File: src/rtl/wordbus_pkg.sv
package wordbus_pkg;
  localparam int unsigned WORD_W   = 16;
  localparam int unsigned NUM_REGS = 15;
  localparam int unsigned SW_W     = 8;

  localparam int unsigned IDX_G1    = 0;
  localparam int unsigned IDX_G2    = 1;
  localparam int unsigned IDX_G3    = 2;
  localparam int unsigned IDX_G4    = 3;
  localparam int unsigned IDX_G5    = 4;
  localparam int unsigned IDX_LED   = 5;
  localparam int unsigned IDX_SW    = 6;
  localparam int unsigned IDX_DISP  = 7;
  localparam int unsigned IDX_OPA   = 8;
  localparam int unsigned IDX_OPB   = 9;
  localparam int unsigned IDX_RES   = 10;
  localparam int unsigned IDX_MADDR = 11;
  localparam int unsigned IDX_MDATA = 12;
  localparam int unsigned IDX_PC    = 13;
  localparam int unsigned IDX_IR    = 14;

  // Register slots whose data input is the shared bus.
  function automatic bit is_bus_fed(int unsigned idx);
    return (idx <= IDX_LED) || (idx == IDX_DISP) || (idx == IDX_OPA) ||
           (idx == IDX_OPB) || (idx == IDX_MADDR);
  endfunction
endpackage

File: src/rtl/wordbus_rstsync.sv
module wordbus_rstsync (
  input  logic clk,
  input  logic arst_n,
  output logic srst_n
);
  logic [1:0] stage_q;
  logic [1:0] stage_d;

  always_comb begin
    stage_d = {stage_q[0], 1'b1};
  end

  always_ff @(posedge clk or negedge arst_n) begin
    if (!arst_n) stage_q <= 2'b00;
    else         stage_q <= stage_d;
  end

  assign srst_n = stage_q[1];
endmodule

File: src/rtl/wordbus_reg.sv
module wordbus_reg #(
  parameter int unsigned W = 16
) (
  input  logic         clk,
  input  logic         arst_n,
  input  logic         ce,
  input  logic [W-1:0] d,
  output logic [W-1:0] q
);
  logic [W-1:0] q_nxt;

  always_comb begin
    q_nxt = q;
    if (ce) q_nxt = d;
  end

  always_ff @(posedge clk or negedge arst_n) begin
    if (!arst_n) q <= '0;
    else         q <= q_nxt;
  end
endmodule

File: src/rtl/wordbus_conn.sv
module wordbus_conn #(
  parameter int unsigned W = 16
) (
  input  logic [W-1:0] chain_in,
  input  logic [W-1:0] reg_val,
  input  logic         connect,
  output logic [W-1:0] chain_out
);
  assign chain_out = chain_in | (reg_val & {W{connect}});
endmodule

File: src/rtl/wordbus_selchk.sv
module wordbus_selchk #(
  parameter int unsigned N = 15
) (
  input  logic [N-1:0] sel,
  output logic         dup
);
  logic seen;

  always_comb begin
    seen = 1'b0;
    dup  = 1'b0;
    for (int i = 0; i < N; i++) begin
      if (sel[i]) begin
        if (seen) dup = 1'b1;
        seen = 1'b1;
      end
    end
  end
endmodule

File: src/rtl/wordbus_datapath.sv
module wordbus_datapath
  import wordbus_pkg::*;
#(
  parameter int unsigned W    = WORD_W,
  parameter int unsigned SWW  = SW_W,
  parameter int unsigned NREG = NUM_REGS
) (
  input  logic            clk,
  input  logic            rst_n,
  input  logic [NREG-1:0] load_en_i,
  input  logic [NREG-1:0] conn_sel_i,
  input  logic [NREG-1:0] clr_i,
  input  logic [SWW-1:0]  sw_i,
  input  logic [W-1:0]    alu_res_i,
  input  logic [W-1:0]    mem_rd_i,
  input  logic [W-1:0]    pc_i,
  input  logic [W-1:0]    ir_i,
  output logic [W-1:0]    bus_o,
  output logic [W-1:0]    led_o,
  output logic [W-1:0]    disp_o,
  output logic [W-1:0]    opa_o,
  output logic [W-1:0]    opb_o,
  output logic [W-1:0]    maddr_o,
  output logic            multi_sel_o
);
  localparam int unsigned PAD_W = W - SWW;

  logic                  srst_n;
  logic [NREG-1:0][W-1:0] q_all;
  logic [NREG-1:0][W-1:0] d_all;
  logic [W-1:0]           chain [NREG+1];
  logic [W-1:0]           bus;

  wordbus_rstsync u_rst (
    .clk    (clk),
    .arst_n (rst_n),
    .srst_n (srst_n)
  );

  assign chain[0] = '0;

  for (genvar i = 0; i < NREG; i++) begin : g_slot
    logic slot_rst_n;
    assign slot_rst_n = srst_n & ~clr_i[i];

    if (is_bus_fed(i)) begin : g_src_bus
      assign d_all[i] = bus;
    end else if (i == IDX_SW) begin : g_src_sw
      assign d_all[i] = {{PAD_W{1'b0}}, sw_i};
    end else if (i == IDX_RES) begin : g_src_res
      assign d_all[i] = alu_res_i;
    end else if (i == IDX_MDATA) begin : g_src_mdata
      assign d_all[i] = mem_rd_i;
    end else if (i == IDX_PC) begin : g_src_pc
      assign d_all[i] = pc_i;
    end else begin : g_src_ir
      assign d_all[i] = ir_i;
    end

    wordbus_reg #(.W(W)) u_reg (
      .clk    (clk),
      .arst_n (slot_rst_n),
      .ce     (load_en_i[i]),
      .d      (d_all[i]),
      .q      (q_all[i])
    );

    wordbus_conn #(.W(W)) u_conn (
      .chain_in  (chain[i]),
      .reg_val   (q_all[i]),
      .connect   (conn_sel_i[i]),
      .chain_out (chain[i+1])
    );
  end

  assign bus = chain[NREG];

  wordbus_selchk #(.N(NREG)) u_selchk (
    .sel (conn_sel_i),
    .dup (multi_sel_o)
  );

  assign bus_o   = bus;
  assign led_o   = q_all[IDX_LED];
  assign disp_o  = q_all[IDX_DISP];
  assign opa_o   = q_all[IDX_OPA];
  assign opb_o   = q_all[IDX_OPB];
  assign maddr_o = q_all[IDX_MADDR];
endmodule

File: config.mk
export PLATFORM = sky130hd
export DESIGN_NAME = wordbus_datapath
export DESIGN_NICKNAME = d
export VERILOG_FILES = /design/src/rtl/wordbus_pkg.sv /design/src/rtl/wordbus_rstsync.sv /design/src/rtl/wordbus_reg.sv /design/src/rtl/wordbus_conn.sv /design/src/rtl/wordbus_selchk.sv /design/src/rtl/wordbus_datapath.sv
export SDC_FILE = /design/constraint.sdc
export NUM_CORES = 1
export LEC_CHECK = 0
export BUFFER_PORTS_ARGS = -buffer_cell sky130_fd_sc_hd__buf_2
export CAP_MARGIN = 20
export CORE_UTILIZATION = 40
export CTS_BUF_LIST = sky130_fd_sc_hd__clkbuf_8
export CTS_CLUSTER_SIZE = 14
export DETAILED_ROUTE_END_ITERATION = 10
export PLACE_DENSITY = 0.72
export REMOVE_ABC_BUFFERS = 1
export SYNTH_ARGS = -nofsm -noshare
export SYNTH_HDL_FRONTEND = slang
export SYNTH_SLANG_ARGS = --single-unit
File: constraint.sdc
create_clock -name clk -period 2.8 [get_ports clk]
set_input_delay 0.7 -clock clk [delete_from_list [all_inputs] [get_ports clk]]
set_output_delay 0.7 -clock clk [all_outputs]
set_load 0.02 [all_outputs]
==> flow_summary.toml <==
[run_status]
status = "finished with violations"
violations = "negative setup slack"

[cts]
cts_root_buf = "clkbuf_8"
clk_latency_ps = 540
cts_buffers = 39
cts.sinks = 234
cts_tree = "done"
cts.path.max_buffers = 3
clkTransAtPathRegs_ps = 60
htreeDepth = 2

[logic_synthesis]
ys_ff_latch = 234
synth-seq-area-share_pct = 58.9
syn_avg_cell_area_um2 = 10.8
synth_adder_area_share_pct = 0.315
yosysWarnings = 0
synth.distinct_cells = 32
synth_top_family_by_area = "compound AO/OA/AOI/OAI gates"
syn_area_um2 = 9940
async_flop_share_pct = 100
synth_ff_type = "dfrtp_1"
synthMuxAreaShare_pct = 8.16
synth_edf_count = 0
synth_compound_area_share_pct = 17.5
synthXorXnorAreaFrac_pct = 0
syn-instance-count = 924
yosys.area_share.simple_pct = 10.3

[sta]
post-route-min-period_ps = 2810
drv_slew = 0
holdWs_ps = 255
slew-limit-headroom_pct = 48.6
worst_slack_ps = -13.5
final-hold-violation-count = 0
finClkSkew_ps = 22.0
fin_crit_sh_pct = 100
worst_slew_pin_slew_ps = 771
final-setup-viol-count = 1
clock.fmax_mhz = 355
grt_setup_unrepaired = "yes"

[routing]
post_drt_wl_per_cell_um = 23.8
drt_iter0_drc = 993
vias_per_cell = 5.79
num_vias = 8738
dr.pass1.iters = 6
wirelength_um = 35900
ant_nets = 0
drc_errors = 0

[setup_path]
criticalPathCategory = "in2out"
cp-start-kind = "primary input"
worstPathRequired_ps = 2100
regToRegEndpoint = "g_slot[9].u_reg.q[11]"
critPathCaptureType = "output pin"
critPathArrivalTime_ps = 2110
r2r_slack_ps = 1070
r2r_cells = 6
r2r_start = "g_slot[0].u_reg.q[11]"
critical_path.max_fanout = 6

[floorplanning]
die-area_um2 = 25500
ios = 216
start_util_pct = 40.9
coreArea_um2 = 24300
num_rows = 57
die_x_um = 160
fp.dieH_um = 160

[power]
power_leakage_nw = 5.05
power.density_nw_per_um2 = 583
ir_drop_mv = 0.434

[placement]
pre_cts_slack_ps = -97.9
routabilityCongestion = 0.876
port_buffers = 215
dp_hpwl_um = 24600

[global_route]
grt_max_degree = 33
grt_first_pass_wirelength_um = 53600
grt_antenna_before_repair = 2
grt_pass1_vias = 8636
grt_overflow = 0
grt_usage_pct = 28.5

[finish]
layout_common_cells = "dfrtp_1, buf_2, nor2_1, a21oi_1, a22oi_1"
nNetsFinal = 1274
final_common_cell = "dfrtp_1"
fillers = 2188
drive_above_1_share_pct = 36.6
area_delta_synth_final_pct = 24.9

[run]
maxCapViolCount = 0

[hold_path]
hold_path_class = "in2async"
## state kept, by name (all words and copies together) (netlist names)
register,flops
g_slot.u_reg.q,232
u_rst.stage_q,2
## critical path, cell delays in order
cell and delay [ps]:
buf_6 130, nor4_4 290, buf_4 160, or2b_1 250, a211oi_4 270, o31ai_4 140, buf_6 150
## layout make-up
class | instances | area (um^2) | share of cell area (%)
timing repair buffer | 275 | 1610 | 12.9
sequential | 234 | 5860 | 47.1
inverter | 16 | 60.1 | 0.483
antenna | 2 | 5.00 | 0.0403
clock inverter | 18 | 77.6 | 0.624
clock buffer | 50 | 688 | 5.54
multi-input combinational | 589 | 3720 | 30.0
tap | 324 | 405 | 3.26
## synthesized netlist by cell type (all sizes together) (8+ instances only)
library cell,count,area (um^2)
a21oi,160,801
a222oi,8,80.1
a22oi,90,676
buf,49,285
clkbuf,36,135
dfrtp,234,5860
inv,16,60.1
mux2,72,811
nand3,24,120
nand4,9,56.3
nor2,178,668
nor2b,15,93.8
## how the worst max path moves through the flow
stage | start | to | slack [ps] | cells past startpoint
floorplan | conn_sel_i[0] | bus_o[12] | 300 | 5
global placement | conn_sel_i[5] | multi_sel_o | -20 | 7
detailed placement | conn_sel_i[1] | multi_sel_o | -100 | 7
CTS | conn_sel_i[8] | multi_sel_o | 6 | 7
global route | conn_sel_i[6] | multi_sel_o | -60 | 7
finish | conn_sel_i[3] | multi_sel_o | -10 | 7
## timing repair
item                       CTS  global route
buffers inserted             1             2
gates cloned                 0             0
hold endpoints to repair     2             0
setup endpoints to repair    1             4
pin swaps                    7             8
hold buffers                 1             0
resized for setup           18            16
## where the power goes
part           total, mW  internal [mW]  switching (mW)
registers           3.57           3.49          0.0772
logic              0.708          0.276           0.432
clock network       2.96           1.60            1.36
## routing by layer
| layer | share of wire [%] | routed length (um) | track usage, % | up-vias |
|---|---|---|---|---|
| li1 | - | - | - | 3743 |
| met1 | 36 | 13100 | 35.8 | 4298 |
| met2 | 48 | 17300 | 46.6 | 593 |
| met3 | 11 | 4070 | 7.04 | 104 |
| met4 | 4.1 | 1490 | 12.8 | 0 |
| met5 | 0 | 0 | 0 | - |
## metrics by stage
stage / std cells / util [%] / power (mW) / instance area [um^2] / TNS (ps)
global placement: 1435 / 47.3 / 4.29 / 11500 / -22.1
floorplan: 839 / - / 3.85 / 9520 / 0
finish: 1508 / 51.1 / 7.24 / 12400 / -13.5
CTS: 1504 / 50.8 / 7.25 / 12300 / 0
detailed placement: 1435 / 47.3 / 4.31 / 11500 / -97.9
global route: 1507 / 51.1 / 7.49 / 12400 / -55.1
## cells by family after synthesis
group                    count (synthesis)
AO/OA/AOI/OAI                          278
AND/OR/NAND/NOR                        235
flip-flops                             234
buffers and inverters                  101
multiplexers                            72
adder cells (fa/ha/maj)                  3
other                                    1
No activity file was read; power rests on OpenSTA's default activity.
